[config.mk]
export PLATFORM = sky130hd
export DESIGN_NAME = lvl_pick
export DESIGN_NICKNAME = d
export VERILOG_FILES = /design/src/rtl/lvl_pkg.sv /design/src/rtl/lvl_div.sv /design/src/rtl/lvl_best.sv /design/src/rtl/lvl_pick.sv
export SDC_FILE = /design/constraint.sdc
export NUM_CORES = 1
export LEC_CHECK = 0
export ABC_AREA = 1
export BUFFER_PORTS_ARGS = -buffer_cell sky130_fd_sc_hd__buf_2
export CAP_MARGIN = 20
export CELL_PAD_IN_SITES_DETAIL_PLACEMENT = 2
export CELL_PAD_IN_SITES_GLOBAL_PLACEMENT = 2
export CORE_ASPECT_RATIO = 0.75
export CORE_UTILIZATION = 32
export DETAILED_ROUTE_END_ITERATION = 10
export PLACE_DENSITY = 0.78
export SYNTH_ARGS = -nofsm -noshare
export SYNTH_HDL_FRONTEND = slang
export SYNTH_HIERARCHICAL = 1
export SYNTH_SLANG_ARGS = --single-unit
export TNS_END_PERCENT = 20
[constraint.sdc]
create_clock -name clk_i -period 2.8 [get_ports clk_i]
set_clock_uncertainty 0.15 [all_clocks]
set_input_delay 0.28 -clock clk_i [delete_from_list [all_inputs] [get_ports clk_i]]
set_output_delay 0.28 -clock clk_i [all_outputs]
set_load 0.02 [all_outputs]
[src/rtl/lvl_pkg.sv]
package lvl_pkg;
  typedef enum logic [2:0] {
    ST_IDLE,
    ST_ISSUE1,
    ST_WAIT1,
    ST_ISSUE2,
    ST_WAIT2,
    ST_CMP,
    ST_FIN
  } lvl_state_e;
endpackage

[src/rtl/lvl_div.sv]
module lvl_div #(
  parameter int W = 33
) (
  input  logic         clk_i,
  input  logic         rst_ni,
  input  logic         start_i,
  input  logic [W-1:0] dvd_i,
  input  logic [W-1:0] dvs_i,
  output logic [W-1:0] quo_o,
  output logic         done_o
);
  localparam int CW = $clog2(W + 1);

  logic [W-1:0]  rem_q, quo_q, dvs_q;
  logic [CW-1:0] cnt_q;
  logic          run_q, done_q;
  logic [W:0]    shifted;
  logic          ge;

  assign shifted = {rem_q, quo_q[W-1]};
  assign ge      = shifted >= {1'b0, dvs_q};

  always_ff @(posedge clk_i or negedge rst_ni) begin
    if (!rst_ni) begin
      rem_q  <= '0;
      quo_q  <= '0;
      dvs_q  <= '0;
      cnt_q  <= '0;
      run_q  <= 1'b0;
      done_q <= 1'b0;
    end else begin
      done_q <= 1'b0;
      if (start_i) begin
        rem_q <= '0;
        quo_q <= dvd_i;
        dvs_q <= dvs_i;
        cnt_q <= CW'(W);
        run_q <= 1'b1;
      end else if (run_q) begin
        rem_q <= ge ? W'(shifted - {1'b0, dvs_q}) : shifted[W-1:0];
        quo_q <= {quo_q[W-2:0], ge};
        cnt_q <= cnt_q - 1'b1;
        if (cnt_q == CW'(1)) begin
          run_q  <= 1'b0;
          done_q <= 1'b1;
        end
      end
    end
  end

  assign quo_o  = quo_q;
  assign done_o = done_q;
endmodule

[src/rtl/lvl_best.sv]
module lvl_best #(
  parameter int RATE_W = 32,
  parameter int IDX_W  = 5
) (
  input  logic              clk_i,
  input  logic              rst_ni,
  input  logic              clr_i,
  input  logic              upd_i,
  input  logic [RATE_W-1:0] gap_i,
  input  logic [IDX_W-1:0]  idx_i,
  input  logic [RATE_W-1:0] rate_i,
  output logic              better_o,
  output logic [IDX_W-1:0]  idx_o,
  output logic [RATE_W-1:0] rate_o
);
  logic [RATE_W-1:0] gap_q;

  assign better_o = gap_i < gap_q;

  always_ff @(posedge clk_i or negedge rst_ni) begin
    if (!rst_ni) begin
      gap_q  <= '1;
      idx_o  <= '0;
      rate_o <= '0;
    end else if (clr_i) begin
      gap_q <= '1;
    end else if (upd_i && better_o) begin
      gap_q  <= gap_i;
      idx_o  <= idx_i;
      rate_o <= rate_i;
    end
  end
endmodule

[src/rtl/lvl_pick.sv]
module lvl_pick
  import lvl_pkg::*;
#(
  parameter int RATE_W = 32,
  parameter int LVL_N  = 32,
  parameter int IDX_W  = $clog2(LVL_N),
  parameter int CNT_W  = $clog2(LVL_N + 1)
) (
  input  logic              clk_i,
  input  logic              rst_ni,
  input  logic              start_i,
  input  logic [RATE_W-1:0] req_i,
  input  logic              exact_i,
  input  logic [CNT_W-1:0]  count_i,
  output logic [IDX_W-1:0]  tbl_idx_o,
  input  logic [RATE_W-1:0] tbl_rate_i,
  output logic              busy_o,
  output logic              done_o,
  output logic              ok_o,
  output logic [IDX_W-1:0]  sel_idx_o,
  output logic [RATE_W-1:0] sel_rate_o
);
  localparam int DW = RATE_W + 1;

  lvl_state_e        st_q;
  logic [RATE_W-1:0] req_q, rate_q, quot_q, gap;
  logic [DW-1:0]     div_q, dvd, dvs, quo;
  logic [IDX_W-1:0]  idx_q;
  logic [CNT_W-1:0]  cnt_q, cnt_in;
  logic              exact_q, div_go, div_done, better, last;

  assign cnt_in = (count_i > CNT_W'(LVL_N)) ? CNT_W'(LVL_N) : count_i;
  assign gap    = req_q - quot_q;
  assign last   = (CNT_W'(idx_q) + 1'b1) == cnt_q;
  assign div_go = (st_q == ST_ISSUE1) || (st_q == ST_ISSUE2 && div_q != '0);

  // ceil(r/req) as (r+req-1)/req, then r/d
  always_comb begin
    if (st_q == ST_ISSUE1) begin
      dvd = {1'b0, tbl_rate_i} + {1'b0, req_q} - 1'b1;
      dvs = {1'b0, req_q};
    end else begin
      dvd = {1'b0, rate_q};
      dvs = div_q;
    end
  end

  lvl_div #(.W(DW)) u_div (
    .clk_i  (clk_i),
    .rst_ni (rst_ni),
    .start_i(div_go),
    .dvd_i  (dvd),
    .dvs_i  (dvs),
    .quo_o  (quo),
    .done_o (div_done)
  );

  lvl_best #(.RATE_W(RATE_W), .IDX_W(IDX_W)) u_best (
    .clk_i   (clk_i),
    .rst_ni  (rst_ni),
    .clr_i   (st_q == ST_IDLE && start_i),
    .upd_i   (st_q == ST_CMP),
    .gap_i   (gap),
    .idx_i   (idx_q),
    .rate_i  (rate_q),
    .better_o(better),
    .idx_o   (sel_idx_o),
    .rate_o  (sel_rate_o)
  );

  always_ff @(posedge clk_i or negedge rst_ni) begin
    if (!rst_ni) begin
      st_q    <= ST_IDLE;
      req_q   <= '0;
      rate_q  <= '0;
      quot_q  <= '0;
      div_q   <= '0;
      idx_q   <= '0;
      cnt_q   <= '0;
      exact_q <= 1'b0;
      ok_o    <= 1'b0;
    end else begin
      unique case (st_q)
        ST_IDLE: if (start_i) begin
          req_q   <= req_i;
          exact_q <= exact_i;
          cnt_q   <= cnt_in;
          idx_q   <= '0;
          ok_o    <= 1'b0;
          st_q    <= (req_i == '0 || cnt_in == '0) ? ST_FIN : ST_ISSUE1;
        end
        ST_ISSUE1: begin
          rate_q <= tbl_rate_i;
          st_q   <= ST_WAIT1;
        end
        ST_WAIT1: if (div_done) begin
          div_q <= quo;
          st_q  <= ST_ISSUE2;
        end
        ST_ISSUE2: if (div_q == '0) begin
          quot_q <= '0;
          st_q   <= ST_CMP;
        end else begin
          st_q <= ST_WAIT2;
        end
        ST_WAIT2: if (div_done) begin
          quot_q <= quo[RATE_W-1:0];
          st_q   <= ST_CMP;
        end
        ST_CMP: begin
          if (gap == '0) begin
            ok_o <= 1'b1;
            st_q <= ST_FIN;
          end else if (last) begin
            ok_o <= !exact_q;
            st_q <= ST_FIN;
          end else begin
            idx_q <= idx_q + 1'b1;
            st_q  <= ST_ISSUE1;
          end
        end
        ST_FIN:  st_q <= ST_IDLE;
        default: st_q <= ST_IDLE;
      endcase
    end
  end

  assign tbl_idx_o = idx_q;
  assign busy_o    = st_q != ST_IDLE;
  assign done_o    = st_q == ST_FIN;

  wire unused_ok = better;
endmodule

==> results of run 1 <==
[cell usage after synthesis, types with 13 or more instances]
library cell,instances,share of area [%]
nand2_1,1143,19
inv_1,584,9.6
dfrtp_1,289,32
o21ai_0,216,4.7
ha_1,161,8.8
nor2_1,156,2.6
nand3_1,150,3.3
a21oi_1,124,2.7
clkbuf_1,63,1.0
nand4_1,56,1.5
or2_2,35,0.96
dfstp_2,32,3.7
o221ai_1,29,1.1
nand3b_1,28,0.92
xnor2_1,23,0.88
mux2_2,21,1.0
nand2_2,20,0.55
nor3_1,20,0.44
xor2_1,20,0.77
nor4_1,19,0.52
inv_2,15,0.25
buf_2,14,0.31
nor2_2,13,0.36
[through the flow]
stage                     area [sq um]  setup TNS [ps]  hold slack (ps)  util, %
after CTS                        29840          -56430            7.607    42.44
after detailed placement         26830          -70090            68.04    38.16
after floorplan                  23080           -6146           -165.6        -
after global placement           26830          -56890            71.62    38.16
final                            31530         -135630            8.156    44.84
after global routing             31520         -136080            23.66    44.83
[critical path: stages (launching register included)]
cell and delay [ps]:
dfrtp_2 440, clkinvlp_4 280, ha_4 380, inv_1 50
ha_1 350, a21oi_2 280, nor2_1 110, o21ai_0 260
nand3_1 180, nand2_1 130, nand3_2 120, nand2_1 90
o211ai_1 140, a21boi_1 180, buf_4 140, nand2_1 70
nand2_1 90, o21ai_0 120, nand2_1 120, o221ai_1 180
[repair_timing]
action                                  4_1_cts  5_1_grt
setup buffers                                26       27
hold buffers                                 73        0
cloned                                        2        2
hold endpoints to repair                    359        0
endpoints found under the setup margin      172      211
pin swaps                                    48      109
resized for setup                           188      376
[worst max-delay path by stage]
stage / startpoint / endpoint / slack (ps) / cells past startpoint
2_1_floorplan: quot_q[0]$_DFFE_PN0P_ / u_best/idx_o[0]$_DFFE_PN0P_ / -110 / 22
3_3_place_gp: req_q[24]$_DFFE_PN0P_ / u_best/rate_o[7]$_DFFE_PN0P_ / -730 / 20
3_5_place_dp: req_q[24]$_DFFE_PN0P_ / u_best/gap_q[0]$_DFFE_PN1P_ / -870 / 22
4_1_cts: req_q[21]$_DFFE_PN0P_ / u_div/quo_o[30]$_DFFE_PN0P_ / -700 / 18
5_1_grt: quot_q[14]$_DFFE_PN0P_ / u_best/gap_q[23]$_DFFE_PN1P_ / -1270 / 25
6_report: req_q[7]$_DFFE_PN0P_ / u_div/quo_o[30]$_DFFE_PN0P_ / -1230 / 19
[registers in the layout, indices dropped and copies added, names as in the netlist]
name,cells
cnt_q,6
u_div/quo_o,33
exact_q,1
u_div/run_q,1
tbl_idx_o,5
quot_q,32
ok_o,1
u_best/rate_o,32
st_q,3
rate_q,32
req_q,32
u_div/cnt_q,6
u_div/dvs_q,33
div_q,33
u_best/gap_q,32
u_div/rem_q,33
u_div/done_o,1
u_best/idx_o,5
[cells by family (layout without fill, tap and decap cells)]
group | Yosys count | in the layout | share of synthesized area, %
xor gates and xnor gates | 43 | 43 | 1.649
and+or+nand+nor | 1674 | 1674 | 31.33
muxes | 21 | 21 | 1.035
adders and majority gates | 164 | 164 | 9.081
DFF | 321 | 321 | 35.34
buffers and inverters | 696 | 1184 | 11.87
AOI/OAI and AO/OA | 404 | 404 | 9.695
other | 0 | 3 | 0
[cell usage in the layout, fill, tap and decap left out, types with 45 or more instances in the layout]
master,synthesis,final
o21ai_0,216,184
ha_1,161,96
a21oi_1,124,89
buf_4,4,276
dfrtp_1,289,276
nand2_1,1143,987
nand4_1,56,56
nand2_4,4,45
dlygate4sd3_1,0,73
inv_2,15,49
nand2_2,20,130
inv_1,584,539
nand3_1,150,117
ha_4,0,59
buf_2,14,117
nor2_1,156,128
[area by class of cell]
cell class	count	share of cell area (%)
Tap cell	946	3.754
Clock buffer	52	3.436
Multi-Input combinational cell	2306	45.72
Clock inverter	17	0.6865
Sequential cell	321	25.65
Timing Repair Buffer	514	13.44
Antenna cell	3	0.02381
Inverter	601	7.281
[metal layers]
| metal | global-route usage, % | wire (microns) |
|---|---|---|
| met5 | 0.06684 | 45 |
| met1 | 43.08 | 59280 |
| met4 | 19.18 | 11740 |
| met3 | 7.981 | 11560 |
| met2 | 57.77 | 71940 |
==> run_results.csv, run 1 <==
group,metric,value,unit
global_route,first_global_vias,29230,
sta,hold_violations,0,
critical_path,worstRegToRegCells,19,
cells_and_area,drive_gt1_share,28.58,%
cells_and_area,regArea,0.008089,sq mm
synth,yosysWarnings,6,
synth,postSynthAreaPerCell,6.874,sq um
synth,synth_flop_cell,"dfrtp_1",
synth,yosysSeqAreaShare,35.34,%
critical_path,rr_endpoint,"u_div/quo_o[30]$_DFFE_PN0P_",
worst_hold_path,holdPathEnd,"rate_q[22]$_DFFE_PN0P_",
clocking,root_buffer,"clkbuf_16",
route,postRouteWirelength,154600,microns
route,detail-route-antenna-nets,0,
route,drtPass1Iterations,5,
critical_path,path_class,"reg2reg",
synth,synth_nets,3561,
floorplan,start_util,32.49,%
global_route,track_usage,35.25,%
route,num_vias,27890,
route,vias_per_cell,5.859,
place,dpl.hpwl,76760,microns
critical_path,worstReg2RegStart,"req_q[7]$_DFFE_PN0P_",
place,gp_congestion,0.8737,
global_route,gr-total-overflow,0,
sta,drv_slew,0,
synth,ys_ff_latch,321,
sta,fmax,248.4,MHz
synth,synth_edf_count,0,
sta,fin_crit,4026,ps
floorplan,core_area,0.07031,sq mm
global_route,grt_max_degree,75,
clocking,cts_max_level,2,
floorplan,die_w,310.5,microns
sta,worst_pin_slew,796.1,ps
place,dp_cells,4564,
critical_path,crit_required,3110,ps
clocking,cts_tree,"built",
status,violations,"setup timing",
synth,synthArstFlopShare,100.0,%
critical_path,crit_path_end_kind,"flip-flop",
cells_and_area,instances_no_fill,4760,
critical_path,cp-start-kind,"flip-flop",
cells_and_area,multi_input_area,0.01442,sq mm
worst_hold_path,hp-start,"tbl_rate_i[22]",
status,status,"finished with violations",
worst_hold_path,hold_path_depth,4,
synth,synth_cell_types,54,
clocking,clk_latency,640,ps
clocking,cts.clk_slew.worst_paths,80,ps
critical_path,r2r_slack,-1230,ps
run,cap_violations,0,
clocking,numClockSinks,321,
route,route.detailed.drc,0,
synth,syn_inst,3323,
cells_and_area,num-fill-cells,7956,
synth,syn_area,0.02284,sq mm
global_route,grt_pass1_wl,192200,microns
worst_hold_path,hold_path_class,"in2reg",
floorplan,ios,119,
sta,relSlewSlack,45.55,%
sta,setup_viol,218,
floorplan,die_height,233.4,microns
route,wire_per_inst,32.47,microns
sta,fin_ws,-1226,ps
cells_and_area,area_growth,38.03,%
route,initialDrtViolationCount,2557,
critical_path,crit_fanout,3,
place,place.port_buffers,118,
sta,rsz0062_at_grt,"true",
critical_path,cp.arrival,4330,ps
global_route,grt_antenna_before_repair,9,
sta,min_period_over_period,143.8,%
clocking,cts_buffers,38,
place,dp_slack,-870.5,ps
cells_and_area,num-nets-final,4020,
clocking,clockBufferDepth,3,
floorplan,row_count,84,
floorplan,dieArea,0.07247,sq mm
Power of run 1 is left out: the tool's default activity adds up to more than one toggle a clock period on the data nets, which glitch-free logic cannot reach.
==> inputs of run 2 (changes only) <==
- RECOVER_POWER: unset -> 25
==> run 2 against run 1 <==
Effect of this change:
- the flow still finishes with violations (setup timing)
- cell count about the same
- maximum frequency down 0.38%
- sequential cell count unchanged
- critical path depth unchanged
- wire length down 0.20%
- die area unchanged
- sequential share of layout area about the same
- first-iteration DRC count down 4.8%
- utilization about the same
- worst hold slack worse by 4.4 ps
- critical endpoint unchanged
==> run_results.csv, run 2 (synthesis gave the netlist of run 1 again) <==
group,metric,value,unit
status,status,"finished with violations",
status,violations,"setup timing",
cells_and_area,area_growth,37.89,%
floorplan,dieArea,0.07247,sq mm
floorplan,ios,119,
clocking,numClockSinks,321,
cells_and_area,drive_gt1_share,28.58,%
place,place.port_buffers,118,
critical_path,crit_chain,"clkinvlp_4 > ha_4 > inv_1 > ha_1 > a21oi_2 > nor2_1 > o21ai_0 > nand3_1 > nand2_1 > nand3_2 > nand2_1 > o211ai_1 > a21boi_1 > buf_4 > nand2_1 > nand2_1 > o21ai_0 > nand2_1 > o221ai_1",
floorplan,start_util,32.49,%
critical_path,crit_fanout,3,
floorplan,die_w,310.5,microns
critical_path,crit_end,"u_div/quo_o[30]$_DFFE_PN0P_",
place,gp_congestion,0.8737,
clocking,root_buffer,"clkbuf_16",
clocking,cts.clk_slew.worst_paths,80,ps
sta,worst_pin_slew,1335,ps
sta,hold_violations,0,
route,initialDrtViolationCount,2435,
critical_path,worstReg2RegStart,"req_q[7]$_DFFE_PN0P_",
critical_path,cp-start-kind,"flip-flop",
sta,min_period_over_period,144.3,%
global_route,first_global_vias,29230,
sta,setup_viol,218,
cells_and_area,regArea,0.008089,sq mm
sta,rsz0062_at_grt,"true",
route,detail-route-antenna-nets,0,
clocking,clockBufferDepth,3,
critical_path,cp_slowest_stage_delay,440,ps
critical_path,cp_common_cell,"nand2_1",
critical_path,cp.arrival,4350,ps
floorplan,core_area,0.07031,sq mm
critical_path,rr_endpoint,"u_div/quo_o[30]$_DFFE_PN0P_",
critical_path,crit_required,3110,ps
route,num_vias,27900,
route,vias_per_cell,5.861,
place,dp_slack,-870.5,ps
cells_and_area,num-nets-final,4020,
clocking,cts_buffers,38,
critical_path,crit_path_end_kind,"flip-flop",
sta,relSlewSlack,11.03,%
sta,fin_crit,4041,ps
sta,tns,-135940,ps
route,drtPass1Iterations,5,
clocking,cts_max_level,2,
critical_path,r2r_slack,-1240,ps
place,dpl.hpwl,76760,microns
global_route,grt_antenna_before_repair,9,
place,dp_cells,4564,
global_route,track_usage,35.25,%
sta,drv_slew,0,
critical_path,crit_start,"req_q[7]$_DFFE_PN0P_",
global_route,grt_pass1_wl,192200,microns
cells_and_area,final_cell_mix,"nand2_1, inv_1, dfrtp_1, buf_4, o21ai_0",
route,route.detailed.drc,0,
route,wire_per_inst,32.40,microns
cells_and_area,instances_no_fill,4761,
global_route,grt_max_degree,75,
sta,fin_ws,-1241,ps
cells_and_area,multi_input_area,0.01442,sq mm
worst_hold_path,hold_path_class,"in2reg",
critical_path,path_class,"reg2reg",
critical_path,slowest_stage,"dfrtp_2",
clocking,clk_latency,650,ps
route,postRouteWirelength,154300,microns
floorplan,die_height,233.4,microns
cells_and_area,num-fill-cells,7958,
global_route,gr-total-overflow,0,
run,cap_violations,0,
critical_path,worstRegToRegCells,19,
clocking,cts_tree,"built",
floorplan,row_count,84,
cells_and_area,final_common_cell,"nand2_1",
sta,fmax,247.5,MHz
-- run 2: changes by cell type in the layout (fill, tap and decap cells not counted) --
cell,delta
buf_8,-1
diode_2,+1
clkbuf_4,+2
buf_12,-2
clkbuf_2,+1
-- run 2: through the flow --
step	hold WS (ps)	cell area (sq um)	util (%)
2_1_floorplan	-165.6	23080	-
3_3_place_gp	71.62	26830	38.16
3_5_place_dp	68.04	26830	38.16
4_1_cts	7.607	29840	42.44
5_1_grt	23.66	31490	44.78
6_report	3.718	31500	44.80
-- run 2: area by class of cell --
class	instances	area share, %
clock buffers	52	3.440
multi-input cells	2306	45.77
repair buffers	514	13.35
flip-flops and latches	321	25.68
clock inverters	17	0.6872
well taps	946	3.758
diodes	4	0.03178
inverters	601	7.289
-- run 2: critical path: cells and delay by family (launching register included) --
kind            cells  cell delay (ps)
flops               1              440
fa+ha+maj           2              740
buf+inv             3              490
simple gates        8              910
compound gates      6             1170
-- run 2: per-layer routing --
layer  vias to the layer above  track usage (%)  share of wire, %
met5                         -          0.06684             0.029
met4                         6            19.18               7.7
met3                       683            7.981               7.6
met2                      1579            57.77                46
met1                     14300            43.08                38
li1                      11330                -                 -
-- run 2: worst min-delay path by stage --
| stage | start | to | slack [ps] | depth (start not counted) |
|---|---|---|---|---|
| after detailed placement | rst_ni | u_div/dvs_q[1]$_DFFE_PN0P_ | 70 | 1 |
| after floorplan | rst_ni | cnt_q[0]$_DFFE_PN0P_ | -170 | 0 |
| final | tbl_rate_i[22] | rate_q[22]$_DFFE_PN0P_ | 4 | 4 |
| after global placement | rst_ni | div_q[4]$_DFFE_PN0P_ | 70 | 1 |
| after CTS | count_i[0] | cnt_q[0]$_DFFE_PN0P_ | 8 | 5 |
| after global routing | tbl_rate_i[22] | rate_q[22]$_DFFE_PN0P_ | 20 | 4 |
-- run 2: timing repair --
| item | CTS | global route |
|---|---|---|
| pin swaps | 48 | 109 |
| cloned | 2 | 2 |
| setup endpoints to repair | 172 | 211 |
| gates resized for setup | 188 | 376 |
| endpoints found under the hold margin | 359 | 0 |
| buffers inserted | 26 | 27 |
| hold buffers | 73 | 0 |
Power of run 2 is left out for the same reason.
==> inputs of run 3 (changes only) <==
- GPL_TIMING_DRIVEN: unset -> 0
==> run 3 against run 2 <==
Effect of this change:
- the run ends with capacitance limit, slew limit, setup timing left
- cell count fell by 1.9%
- utilization is 0.60 points lower
- non-clock buffer count is 86 lower
- highest routed layer unchanged
- worst hold slack improved by 310 ps
- first-iteration DRC count decreased by 10%
- die area did not move
- critical path depth up 3
- maximum frequency increased by 4.9%
- worst setup slack improved by 190 ps
- sequential cell count stayed put
- critical endpoint is now u_best/rate_o[30]$_DFFE_PN0P_
==> run_results.csv, run 3 (synthesis gave the netlist of run 1 again) <==
group,metric,value,unit
status,status,"finished with violations",
status,violations,"capacitance limit, slew limit, setup timing",
sta,tns,-111020,ps
run,cap_violations,2,
route,num_vias,26410,
route,vias_per_cell,5.652,
floorplan,ios,119,
route,highest_layer,"met5",
global_route,grt_max_degree,110,
clocking,cts_max_level,2,
critical_path,rr_endpoint,"u_best/rate_o[30]$_DFFE_PN0P_",
global_route,gr-total-overflow,0,
sta,rsz0062_at_grt,"true",
route,drtPass1Iterations,5,
worst_hold_path,hold_path_class,"in2reg",
sta,fin_ws,-1051,ps
critical_path,cp_slowest_stage_delay,400,ps
cells_and_area,final_common_cell,"nand2_1",
critical_path,worstReg2RegStart,"quot_q[22]$_DFFE_PN0P_",
global_route,first_global_vias,26990,
place,place.port_buffers,118,
place,gp_congestion,0.8837,
cells_and_area,num-nets-final,3936,
route,dr_wl_met3,10330,microns
global_route,grt_pass1_wl,169300,microns
clocking,cts_tree,"built",
critical_path,crit_buf_inv,6,
sta,hold_violations,0,
critical_path,crit_start,"quot_q[22]$_DFFE_PN0P_",
floorplan,row_count,84,
global_route,grt_antenna_before_repair,7,
place,dpl.hpwl,76450,microns
clocking,clockBufferDepth,3,
sta,drv_slew,214,
floorplan,dieArea,0.07247,sq mm
route,detail-route-antenna-nets,0,
cells_and_area,area_growth,36.05,%
critical_path,slowest_stage,"dfrtp_1",
cells_and_area,drive_gt1_share,26.69,%
sta,worst_pin_slew,1749,ps
worst_hold_path,holdPathEnd,"cnt_q[3]$_DFFE_PN0P_",
worst_hold_path,hp-start,"count_i[3]",
route,wire_per_inst,29.66,microns
sta,relSlewSlack,-16.60,%
critical_path,cp.arrival,4250,ps
route,initialDrtViolationCount,2187,
clocking,clk_latency,640,ps
route,route.detailed.drc,0,
worst_hold_path,hold_path_depth,3,
critical_path,cp_top_family,"simple AND/OR/NAND/NOR gates",
critical_path,crit_path_end_kind,"flip-flop",
floorplan,die_w,310.5,microns
route,drt-met1-wl,54990,microns
critical_path,crit_required,3200,ps
critical_path,crit_chain,"inv_1 > ha_4 > nand2_2 > inv_4 > nand2_4 > nor3_4 > and2_1 > nand2_2 > nand3_1 > nand2_2 > ha_4 > a21oi_1 > or2_0 > nand3_2 > inv_2 > nand2_4 > a21oi_4 > buf_12 > buf_12 > buf_12 > nand4_1 > nand2_1",
clocking,numClockSinks,321,
critical_path,worstRegToRegCells,22,
cells_and_area,final_cell_mix,"nand2_1, inv_1, dfrtp_1",
sta,min_period_over_period,137.5,%
critical_path,r2r_slack,-1050,ps
floorplan,die_height,233.4,microns
cells_and_area,num-fill-cells,7899,
sta,setup_viol,234,
critical_path,crit_fanout,10,
route,postRouteWirelength,138600,microns
floorplan,core_area,0.07031,sq mm
clocking,cts_buffers,40,
clocking,root_buffer,"clkbuf_16",
sta,fin_crit,3851,ps
critical_path,path_class,"reg2reg",
clocking,cts.clk_slew.worst_paths,70,ps
global_route,track_usage,30.77,%
sta,fmax,259.7,MHz
critical_path,cp-start-kind,"flip-flop",
route,wl_met2,65110,microns
floorplan,start_util,32.49,%
## run 3: cell count changes in the layout (fill, tap and decap cells not counted), moves of 12 or more
cell | previous run | this run
inv_1 | 539 | 514
buf_12 | 29 | 9
nand2_2 | 130 | 101
clkbuf_1 | 6 | 45
ha_1 | 96 | 77
inv_4 | 5 | 17
o221ai_1 | 20 | 8
buf_4 | 276 | 108
nand2_1 | 987 | 1011
o221ai_2 | 9 | 21
ha_4 | 59 | 74
buf_6 | 10 | 24
## run 3: worst max-delay path by stage
stage / end / cells after the start / slack [ps]
6_report: u_best/rate_o[30]$_DFFE_PN0P_ / 22 / -1050
5_1_grt: u_best/gap_q[1]$_DFFE_PN1P_ / 25 / -1190
4_1_cts: u_best/rate_o[6]$_DFFE_PN0P_ / 24 / -800
3_5_place_dp: u_div/quo_o[30]$_DFFE_PN0P_ / 10 / -1770
3_3_place_gp: u_best/rate_o[23]$_DFFE_PN0P_ / 1 / -5440
2_1_floorplan: u_best/idx_o[0]$_DFFE_PN0P_ / 22 / -110
## run 3: per-stage QoR
stage | instances | setup WS (ps) | instance area [sq um] | util [%] | hold slack [ps]
2_1_floorplan | 3323 | -106.1 | 23080 | - | -165.6
3_3_place_gp | 4387 | -5443 | 24850 | 35.34 | 306.7
3_5_place_dp | 4391 | -1773 | 24960 | 35.49 | -58.43
4_1_cts | 4600 | -800.3 | 29150 | 41.46 | 209.3
5_1_grt | 4672 | -1191 | 31080 | 44.20 | 321.0
6_report | 4672 | -1051 | 31080 | 44.20 | 314.8
## run 3: area by class of cell
class,instances,area [sq um],area share (%)
Tap cell,946,1184,3.809
Antenna cell,2,5.005,0.01610
Multi-Input combinational cell,2306,14760,47.48
Buffer,94,678.2,2.182
Sequential cell,321,8094,26.04
Inverter,601,2350,7.561
Clock inverter,13,147.6,0.4751
Clock buffer,55,1119,3.599
Timing Repair Buffer,334,2745,8.833
## run 3: what timing repair did
item                                    in CTS  in global routing
endpoints found under the hold margin      258                  0
setup buffers                               62                 65
hold buffers                                74                  0
pin swaps                                   73                147
endpoints found under the setup margin     217                237
resized for setup                          405                344
gates cloned                                 6                  4
## run 3: metal layers
| layer | global-route usage [%] | up-vias |
|---|---|---|
| met3 | 6.960 | 435 |
| met1 | 40.67 | 13500 |
| met4 | 12.53 | 6 |
| met2 | 48.49 | 1285 |
| met5 | 0 | - |
| li1 | - | 11180 |
## run 3: tightest hold or removal path, delay by kind of cell
family                 cells  cell delay (ps)
AO/OA/AOI/OAI              1              120
buffers and inverters      2              660
Power of run 3 is left out for the same reason.
